<file path="config.mk">
export PLATFORM = sky130hd
export DESIGN_NAME = blk_input_channel
export DESIGN_NICKNAME = d
export VERILOG_FILES = /design/src/rtl/chan_pkg.sv /design/src/rtl/chan_ctrl.sv /design/src/rtl/chan_ptrs.sv /design/src/rtl/chan_wr_stage.sv /design/src/rtl/blk_input_channel.sv
export SDC_FILE = /design/constraint.sdc
export NUM_CORES = 1
export LEC_CHECK = 0
export ABC_AREA = 1
export BUFFER_PORTS_ARGS = -buffer_cell sky130_fd_sc_hd__buf_2
export CAP_MARGIN = 20
export CORE_UTILIZATION = 50
export DETAILED_ROUTE_END_ITERATION = 12
export PLACE_DENSITY = 0.8
export SETUP_SLACK_MARGIN = 0.2
export SYNTH_ARGS = -nofsm -noshare
export SYNTH_HDL_FRONTEND = slang
export SYNTH_SLANG_ARGS = --single-unit
</file>
<file path="constraint.sdc">
create_clock -name clk -period 1.9 [get_ports clk]
set_clock_uncertainty 0.1 [all_clocks]
set_input_delay 0.095 -clock clk [delete_from_list [all_inputs] [get_ports clk]]
set_output_delay 0.095 -clock clk [all_outputs]
set_load 0.05 [all_outputs]
</file>
<file path="src/rtl/chan_pkg.sv">
package chan_pkg;
  typedef enum logic [1:0] {
    OP_NONE  = 2'b00,
    OP_START = 2'b01,
    OP_DISC  = 2'b10,
    OP_RSVD  = 2'b11
  } chan_op_e;
endpackage

</file>
<file path="src/rtl/chan_ctrl.sv">
module chan_ctrl
  import chan_pkg::*;
(
  input  logic       clk,
  input  logic       rst,
  input  logic       cmd_valid,
  input  logic [1:0] cmd_op,
  input  logic       cmd_cnt_zero,
  input  logic       cnt_zero,
  output logic       load,
  output logic       busy,
  output logic       ack,
  output logic       done
);
  logic start_ok;
  logic disc_ok;

  assign start_ok = cmd_valid && (cmd_op == OP_START) && !busy;
  assign disc_ok  = cmd_valid && (cmd_op == OP_DISC) && busy && cnt_zero;
  assign load     = start_ok;

  always_ff @(posedge clk) begin
    if (rst) begin
      busy <= 1'b0;
      ack  <= 1'b0;
      done <= 1'b0;
    end else begin
      ack  <= start_ok;
      done <= (start_ok && cmd_cnt_zero) || disc_ok;
      if (start_ok && !cmd_cnt_zero) busy <= 1'b1;
      else if (disc_ok)              busy <= 1'b0;
    end
  end


  done_busy_excl_chk: assert property (@(posedge clk) disable iff (rst)
    done |-> !busy);

  start_ignore_chk: assert property (@(posedge clk) disable iff (rst)
    (busy && cmd_valid && cmd_op == OP_START) |=> !ack);

  ack_single_chk: assert property (@(posedge clk) disable iff (rst)
    (ack && busy) |=> !ack);

  busy_hold_chk: assert property (@(posedge clk) disable iff (rst)
    (busy && !cnt_zero) |=> busy);
endmodule

</file>
<file path="src/rtl/chan_ptrs.sv">
module chan_ptrs #(
  parameter int ADDR_W = 15,
  parameter int CNT_W  = 15
) (
  input  logic              clk,
  input  logic              rst,
  input  logic              load,
  input  logic [ADDR_W-1:0] ld_addr,
  input  logic [CNT_W-1:0]  ld_cnt,
  input  logic              step,
  output logic [ADDR_W-1:0] addr,
  output logic              cnt_zero
);
  logic [CNT_W-1:0] cnt;

  always_ff @(posedge clk) begin
    if (rst) begin
      addr <= '0;
      cnt  <= '0;
    end else if (load) begin
      addr <= ld_addr;
      cnt  <= ld_cnt;
    end else if (step) begin
      addr <= addr + 1'b1;
      cnt  <= cnt - 1'b1;
    end
  end

  assign cnt_zero = (cnt == '0);


  no_underflow_chk: assert property (@(posedge clk) disable iff (rst)
    step |-> !cnt_zero);

  addr_step_chk: assert property (@(posedge clk) disable iff (rst)
    (step && !load) |=> (addr == ADDR_W'($past(addr) + 1'b1)));
endmodule

</file>
<file path="src/rtl/chan_wr_stage.sv">
module chan_wr_stage #(
  parameter int DATA_W = 36
) (
  input  logic              clk,
  input  logic              rst,
  input  logic              run,
  input  logic              cnt_zero,
  input  logic              dev_valid,
  input  logic [DATA_W-1:0] dev_data,
  output logic              dev_ready,
  input  logic              mem_gnt,
  output logic              mem_req,
  output logic [DATA_W-1:0] mem_wdata,
  output logic              step
);
  assign dev_ready = run && !cnt_zero && !mem_req;
  assign step      = mem_req && mem_gnt;

  always_ff @(posedge clk) begin
    if (rst) begin
      mem_req   <= 1'b0;
      mem_wdata <= '0;
    end else if (dev_valid && dev_ready) begin
      mem_req   <= 1'b1;
      mem_wdata <= dev_data;
    end else if (step) begin
      mem_req   <= 1'b0;
    end
  end


  req_hold_chk: assert property (@(posedge clk) disable iff (rst)
    (mem_req && !mem_gnt) |=> (mem_req && $stable(mem_wdata)));

  ready_block_chk: assert property (@(posedge clk) disable iff (rst)
    mem_req |-> !dev_ready);
endmodule

</file>
<file path="src/rtl/blk_input_channel.sv">
module blk_input_channel
  import chan_pkg::*;
#(
  parameter int DATA_W = 36,
  parameter int ADDR_W = 15,
  parameter int CNT_W  = 15
) (
  input  logic              clk,
  input  logic              rst,
  input  logic              cmd_valid,
  input  logic [1:0]        cmd_op,
  input  logic [ADDR_W-1:0] cmd_addr,
  input  logic [CNT_W-1:0]  cmd_count,
  output logic              cmd_ack,
  output logic              busy,
  output logic              done,
  input  logic              dev_valid,
  input  logic [DATA_W-1:0] dev_data,
  output logic              dev_ready,
  output logic              mem_req,
  output logic [ADDR_W-1:0] mem_addr,
  output logic [DATA_W-1:0] mem_wdata,
  input  logic              mem_gnt
);
  logic load;
  logic step;
  logic cnt_zero;

  chan_ctrl u_ctrl (
    .clk          (clk),
    .rst          (rst),
    .cmd_valid    (cmd_valid),
    .cmd_op       (cmd_op),
    .cmd_cnt_zero (cmd_count == '0),
    .cnt_zero     (cnt_zero),
    .load         (load),
    .busy         (busy),
    .ack          (cmd_ack),
    .done         (done)
  );

  chan_ptrs #(.ADDR_W(ADDR_W), .CNT_W(CNT_W)) u_ptrs (
    .clk      (clk),
    .rst      (rst),
    .load     (load),
    .ld_addr  (cmd_addr),
    .ld_cnt   (cmd_count),
    .step     (step),
    .addr     (mem_addr),
    .cnt_zero (cnt_zero)
  );

  chan_wr_stage #(.DATA_W(DATA_W)) u_wr (
    .clk       (clk),
    .rst       (rst),
    .run       (busy),
    .cnt_zero  (cnt_zero),
    .dev_valid (dev_valid),
    .dev_data  (dev_data),
    .dev_ready (dev_ready),
    .mem_gnt   (mem_gnt),
    .mem_req   (mem_req),
    .mem_wdata (mem_wdata),
    .step      (step)
  );


  addr_hold_chk: assert property (@(posedge clk) disable iff (rst)
    (mem_req && !mem_gnt) |=> $stable(mem_addr));

  idle_ready_chk: assert property (@(posedge clk) disable iff (rst)
    !busy |-> !dev_ready);
endmodule

</file>
# Yosys cells after proc, flatten, opt, wreduce, memory -nomap -nowiden
# Cells that the tools add are included.
# word_totals
inputBits	73
regBits	70
elab_cells	40
# op_classes
n_eq_ne	2
addsub	2
n_mux	8
reduce_logical	21
# ops
operator	n
$mux W15	4
$logic_not A15 Y1	2
$add A15 B1 Y15 const B	1
$sub A15 B1 Y15 const B	1
$logic_and A1 B1 Y1	11
$reduce_bool A2 Y1	3
$logic_not A1 Y1	4
$mux W1	4
$eq A2 B1 Y1 const B	1
$eq A2 B2 Y1 const B	1
$logic_or A1 B1 Y1	1

# Longest topological paths before layout
# Gate-level depths: netlist of run 1.
# logic_depth
depth_word	6
ltp_mapped	10
mapped_depth_nobuf	9

# Cells and area by module
# Synthesis of run 1 repeated with hierarchy kept, for this count alone.
# hier_totals
cells_unflattened	659
hier_area_um2	4105.2
# modules_own_cells
mod	seq_area_each_um2	area_per_inst_um2	cells_per_inst	instances
chan_ptrs	600.6	1940.6	292	1
chan_wr_stage	740.7	1914.3	315	1
chan_ctrl	60.1	145.1	24	1
blk_input_channel	0.0	105.1	28	1

# Least setup slack after synthesis of run 1
# Ideal clock, no wire load.
# synth_timing
path_kind	reg-to-reg
from	register u_ptrs.addr[0]
to	register u_ptrs.addr[12]
t_required_ps	1668
t_arrival_ps	1669
stages_incl_launch_ff	8
setup_ps	132
path_slack_ps	-2
cell_sequence	dfxtp_1 > ha_1 > nand3_1 > nor2_1 > nand2_1 > or2_2 > nand3_1 > a21oi_1
# synth_between
elab_chain_len	3
# synth_rtl
element	line_no	rtl
start: declaration	chan_ptrs.sv:11	output logic [ADDR_W-1:0] addr,
start signal: assignment	chan_ptrs.sv:21	addr <= ld_addr;
start signal: assignment	chan_ptrs.sv:24	addr <= addr + 1'b1;
$add A15 B1 Y15	chan_ptrs.sv:24	
$mux W15	chan_ptrs.sv:23	end else if (step) begin
$mux W15	chan_ptrs.sv:20	end else if (load) begin
# Every way passes these cells. The select of a mux whose other input is x is not followed.
# A chain may end at the register's enable or synchronous reset.

# Final worst setup path of run 1
# layout_timing
from	register u_ptrs.cnt[4]
to	output port dev_ready
# layout_between
elab_chain_len	4
# layout_rtl
element	line_no	rtl
start: declaration	chan_ptrs.sv:14	logic [CNT_W-1:0] cnt;
start signal: assignment	chan_ptrs.sv:22	cnt <= ld_cnt;
start signal: assignment	chan_ptrs.sv:25	cnt <= cnt - 1'b1;
$logic_not A15 Y1	chan_ptrs.sv:29	assign cnt_zero = (cnt == '0);
$logic_not A1 Y1	chan_wr_stage.sv:16	assign dev_ready = run && !cnt_zero && !mem_req;
$logic_and A1 B1 Y1 (2 in a row)	chan_wr_stage.sv:16	
end: declaration	blk_input_channel.sv:19	output logic dev_ready,
# Every way passes these cells.

==> flow_metrics.py, run 1 <==
metrics = {
    "status": {
        "status": "finished, final reports clean",
    },
    "clock_tree": {
        "cts_made_buffers": 9,
        "root_buffer": "clkbuf_8",
        "clock_path_buffers": 2,
        "path_clk_slew_ps": 80,
        "clock_sinks": 70,
        "insertion_delay_ps": 350,
        "h-tree-depth": 3,
        "cts_tree": "done",
    },
    "cells_and_area": {
        "syn2layout_area_growth_pct": 45.9,
        "drive_above_1_share_pct": 25.7,
        "fillCellCount": 518,
        "final_cells": 866,
        "stdcell_area_sq_mm": 0.00534,
        "nNetsFinal": 839,
    },
    "timing": {
        "final_max_slew_viol_count": 0,
        "fmax_ghz": 0.611,
        "rsz0062_at_grt": "no",
        "fin_tns_setup_ps": 0,
        "max_slew_margin_pct": 67.7,
        "period_needed_ps": 1640,
        "fin_crit_sh_pct": 86.2,
        "tightest_slew_ps": 481,
        "finalSetupViolations": 0,
        "hold_violations": 0,
    },
    "detailed_routing": {
        "drt-initial-drc-count": 196,
        "wirelength_mm": 10.8,
        "vias_per_cell": 4.91,
        "wl_per_cell_um": 12.5,
        "vias": 4256,
        "ant_nets": 0,
        "dr.pass1.iters": 4,
        "drc": 0,
    },
    "yosys": {
        "synth_top_area_share_pct": 38.3,
        "netlist_area_sq_mm": 0.00366,
        "avgSynthCellArea_sq_um": 6.43,
        "synth_most_common_cell": "nand2_1",
        "synth-seq-cells": 70,
        "yosysWarnings": 0,
        "ys.flop_type": "dfxtp_1",
        "synth_cells": 569,
        "synth_largest_area_cell": "dfxtp_1",
        "async_reset_ff_share_pct": 0,
        "synthDistinctLibCells": 33,
        "synth_fp_nets": 644,
        "synth_edf_count": 0,
        "synth_common_cells": "nand2_1, nor2_1, inv_1",
        "yosys-top-cells-area": "dfxtp_1, nand2_1, nor2_1, inv_1, nand3_1",
        "ys_seq_area_share_pct": 38.3,
    },
    "placed_design": {
        "dp.cells": 784,
        "io_buffer_count": 128,
        "routabilityCongestion": 0.877,
        "hpwlAfterDp_mm": 6.83,
        "placed_area_sq_mm": 0.00440,
    },
    "floorplan": {
        "rows": 30,
        "ioPinCount": 129,
        "start_util_pct": 52.7,
        "die_x_um": 87.6,
        "die_area_sq_mm": 0.00767,
        "die_h_um": 87.6,
        "core_area_sq_mm": 0.00694,
    },
    "critical_path": {
        "crit_path_end_kind": "output port",
        "crit_type": "reg2out",
        "start_kind": "flop",
        "rr_startpoint": "u_ptrs.cnt[4]",
        "crit_required_ps": 1700,
        "crit_start": "u_ptrs.cnt[4]",
        "arrival_ps": 1440,
        "critPathMaxFanout": 4,
    },
    "grt": {
        "antenna_found_initial": 0,
        "grt_pass1_vias": 3866,
        "grt_start_max_net_pins": 48,
        "grt_overflow": 0,
        "grt_first_pass_wirelength_mm": 17.1,
        "track_usage_pct": 28.8,
    },
    "pwr": {
        "powerDensity_mw_per_mm2": 731,
        "p_leak_nw": 2.76,
        "finalPower_w": 0.00390,
        "irDropWorstVdd_uv": 464,
    },
    "min_path": {
        "min-delay-start": "cmd_count[14]",
        "hold_path_class": "in2reg",
    },
    "job": {
        "cap_viol_max_count": 0,
    },
}
## cells by family after synthesis
family                     after synthesis  share of synthesized area (%)
and+or+nand+nor                        315                           36.1
buffers and inverters                  108                           13.4
DFF                                     70                           38.3
AOI/OAI and AO/OA                       66                           9.60
xor gates and xnor gates                 8                           1.91
adders and majority gates                2                          0.683
## report_power, final
group | switching, W | internal, W
combinational | 0.000534 | 0.000343
clock | 0.000576 | 0.000870
sequential | 0.0000503 | 0.00153
## sequential cells by signal, summed over array words and instances (netlist names)
signal          flops
u_wr.mem_wdata     36
u_ptrs.addr        15
u_ptrs.cnt         15
u_ctrl.ack          1
u_ctrl.busy         1
u_ctrl.done         1
u_wr.mem_req        1
## final timing paths
check,to,slack [ps],cells after the start
worst max-delay path,dev_ready,260,7
worst min-delay path,u_ctrl.done,30,4
worst max register to register,u_wr.mem_wdata[4],320,9
worst min register to register,u_ptrs.addr[1],410,2
## repair_timing
item | in CTS | in global routing
resized for setup | 8 | 18
pin swaps | 1 | 4
endpoints found under the hold margin | 58 | 0
endpoints found under the setup margin | 6 | 45
hold buffers | 60 | 0
buffers inserted | 0 | 5
## critical path: stages (launching register included)
cell	delay [ps]
dfxtp_1	350
nor2_2	170
nand2_2	100
nor2_4	140
nand2_4	80
nand2_2	60
nor2_2	40
buf_6	150
## per-layer routing
layer  wire length [um]  global-route usage (%)
met1               4550                    32.6
met5                  0                       0
met4                307                    14.8
met2               5460                    50.8
met3                526                    6.60
## layout make-up
cell class / instances / area, sq um / area share (%)
Multi-Input combinational cell: 391 / 1830 / 34.2
Timing Repair Buffer: 203 / 1410 / 26.4
Sequential cell: 70 / 1410 / 26.4
Inverter: 89 / 337 / 6.30
Clock buffer: 10 / 128 / 2.39
Tap cell: 96 / 120 / 2.25
Clock inverter: 6 / 110 / 2.06
Antenna cell: 1 / 2.50 / 0.0468
## stage by stage
stage	setup slack, ps	util, %	hold slack, ps
5_1_grt	163	76.9	14.2
3_5_place_dp	202	63.3	197
3_3_place_gp	274	63.3	199
4_1_cts	204	75.7	0.115
2_1_floorplan	182	-	57.0
6_report	263	76.9	30.1
## cell usage in the layout (no fill, tap or decap), types with 6 or more instances in the layout
cell type,synthesis,routed
nand2_1,153,151
buf_2,2,127
nor2_1,105,98
inv_1,86,84
dfxtp_1,70,64
dlygate4sd3_1,0,60
nand3_1,27,27
o21ai_0,27,26
a21oi_1,24,24
nor2_2,6,11
buf_4,5,11
clkbuf_8,0,9
nand2_2,6,6
xor2_1,6,6
dfxtp_2,0,6
No activity file was read; power rests on OpenSTA's default activity.
==> run 2, diff against run 1 <==
==> constraint.sdc (replaced) <==
create_clock -name clk -period 1.9 [get_ports clk]
set_clock_uncertainty 0.1 [all_clocks]
set_input_delay 0.095 -clock clk [delete_from_list [all_inputs] [get_ports clk]]
set_output_delay 0.095 -clock clk [all_outputs]
set_load 0.1 [all_outputs]
==> run 2 against run 1 <==
Net effect: clock power fell by 28%; wire length rose by 2.5%; via count fell by 0.28%; non-clock buffer count fell by 5; combinational power rose by 23%; cell count fell by 0.69%; the run now ends with negative hold slack left; sequential power barely moved; utilization fell by 0.52 points.
==> flow_metrics.py, run 2 (synthesized netlist as in run 1, its figures left out) <==
metrics = {
    "status": {
        "status": "finished with violations",
        "failed_checks": "negative hold slack",
    },
    "pwr": {
        "powerDensity_mw_per_mm2": 701,
        "irDropWorstVdd_uv": 603,
        "p_leak_nw": 2.75,
    },
    "detailed_routing": {
        "drt-initial-drc-count": 213,
        "maxUsedRoutingLayer": "met4",
        "wirelength_mm": 11.1,
        "dr_wl_met3_um": 651,
        "wl_met1_mm": 4.63,
        "drc": 0,
        "met2_length_mm": 5.45,
        "vias": 4244,
        "ant_nets": 0,
        "dr.pass1.iters": 5,
        "wl_per_cell_um": 12.9,
        "vias_per_cell": 4.93,
    },
    "timing": {
        "fin_ws_ps": 222,
        "fmax_ghz": 0.596,
        "finalSetupViolations": 0,
        "tightest_slew_ps": 511,
        "fin_tns_setup_ps": 0,
        "hold_violations": 1,
        "holdWs_ps": -3.16,
        "final_max_slew_viol_count": 0,
        "rsz0062_at_grt": "no",
        "fin_crit_sh_pct": 88.3,
        "period_needed_ps": 1680,
        "max_slew_margin_pct": 65.6,
    },
    "clock_tree": {
        "insertion_delay_ps": 350,
        "clock_sinks": 70,
        "cts_tree": "done",
        "cts_made_buffers": 9,
        "clock_path_buffers": 2,
        "path_clk_slew_ps": 80,
        "root_buffer": "clkbuf_8",
        "h-tree-depth": 3,
    },
    "cells_and_area": {
        "layout_common_cells": "nand2_1, buf_2, nor2_1",
        "drive_above_1_share_pct": 29.1,
        "final_cells": 860,
        "nNetsFinal": 835,
        "largest_reg_flops": 36,
        "reg_top3": "u_wr.mem_wdata: 36 flops, u_ptrs.addr: 15 flops, u_ptrs.cnt: 15 flops",
        "postLayoutCoreUtil_pct": 76.4,
        "syn2layout_area_growth_pct": 44.9,
        "fillCellCount": 482,
        "stdcell_area_sq_mm": 0.00531,
        "mostFrequentLayoutCell": "nand2_1",
        "diodes": 0,
        "regMostFlops": "u_wr.mem_wdata",
    },
    "grt": {
        "track_usage_pct": 28.2,
        "grt_start_max_net_pins": 37,
        "antenna_found_initial": 0,
        "grt_overflow": 0,
        "grt_pass1_vias": 3882,
        "grt_first_pass_wirelength_mm": 16.8,
    },
    "critical_path": {
        "crit_type": "reg2out",
        "cp_cell_sequence": "nor2_2, nand2_1, nor2_2, nand2_4, nand2_2, nor2_4, buf_12",
        "critPathMaxFanout": 5,
        "start_kind": "flop",
        "crit_path_top_delay_cell": "dfxtp_2",
        "ff2ff_path_depth": 11,
        "slowest_delay_ps": 360,
        "arrival_ps": 1480,
        "crit_path_end_kind": "output port",
        "crit_required_ps": 1700,
        "cpMostUsedCell": "nor2_2",
    },
    "floorplan": {
        "die_x_um": 87.6,
        "rows": 30,
        "die_area_sq_mm": 0.00767,
        "die_h_um": 87.6,
        "start_util_pct": 52.7,
        "core_area_sq_mm": 0.00694,
        "ioPinCount": 129,
    },
    "placed_design": {
        "io_buffer_count": 128,
        "dp.cells": 783,
        "dp_slack_ps": 94.5,
        "placed_area_sq_mm": 0.00444,
        "routabilityCongestion": 0.936,
        "hpwlAfterDp_mm": 7.08,
    },
    "min_path": {
        "hold_depth": 5,
        "hold_path_class": "in2reg",
    },
    "job": {
        "cap_viol_max_count": 0,
    },
}
[run 2: timing repair]
action / CTS / global route
endpoints found under the hold margin: 51 / 0
buffers inserted: 2 / 7
cloned: 1 / 1
hold buffers: 51 / 0
resized for setup: 14 / 14
endpoints found under the setup margin: 31 / 29
pin swaps: 4 / 4
[run 2: critical path, delay by kind of cell (launching register included)]
kind / cells / cell delay [ps]
flops: 1 / 360
buf+inv: 1 / 160
simple gates: 6 / 610
[run 2: layout make-up]
class	instances	area [sq um]	area share [%]
repair buffers	198	1380	25.9
clock buffers	9	124	2.33
inverters	89	337	6.34
well taps	96	120	2.26
flip-flops and latches	70	1440	27.2
multi-input cells	392	1870	35.2
clock inverters	6	38.8	0.731
[run 2: report_power, final]
| group | internal, W | total [W] | switching, W |
|---|---|---|---|
| clock network | 0.000464 | 0.00105 | 0.000589 |
| registers | 0.00153 | 0.00159 | 0.0000584 |
| logic | 0.000348 | 0.00108 | 0.000732 |
[run 2: worst paths after layout]
check	from	to	slack (ps)
worst max-delay path	u_ptrs.cnt[8]	dev_ready	220
worst min-delay path	cmd_addr[11]	u_ptrs.addr[11]	-3
worst max register to register	u_ptrs.cnt[1]	u_wr.mem_wdata[18]	270
worst min register to register	u_ptrs.cnt[12]	u_ptrs.cnt[12]	410
[run 2: through the flow]
stage               hold WS, ps  total power, W
finish                    -3.16         0.00372
global route               10.8         0.00387
CTS                        1.75         0.00367
detailed placement          214         0.00252
global placement            205         0.00251
floorplan                  54.7         0.00231
[run 2: layer usage]
metal	vias up	global-route usage [%]
li1	2124	-
met1	1905	34.0
met2	174	48.4
met3	41	5.66
met4	0	12.8
met5	-	0
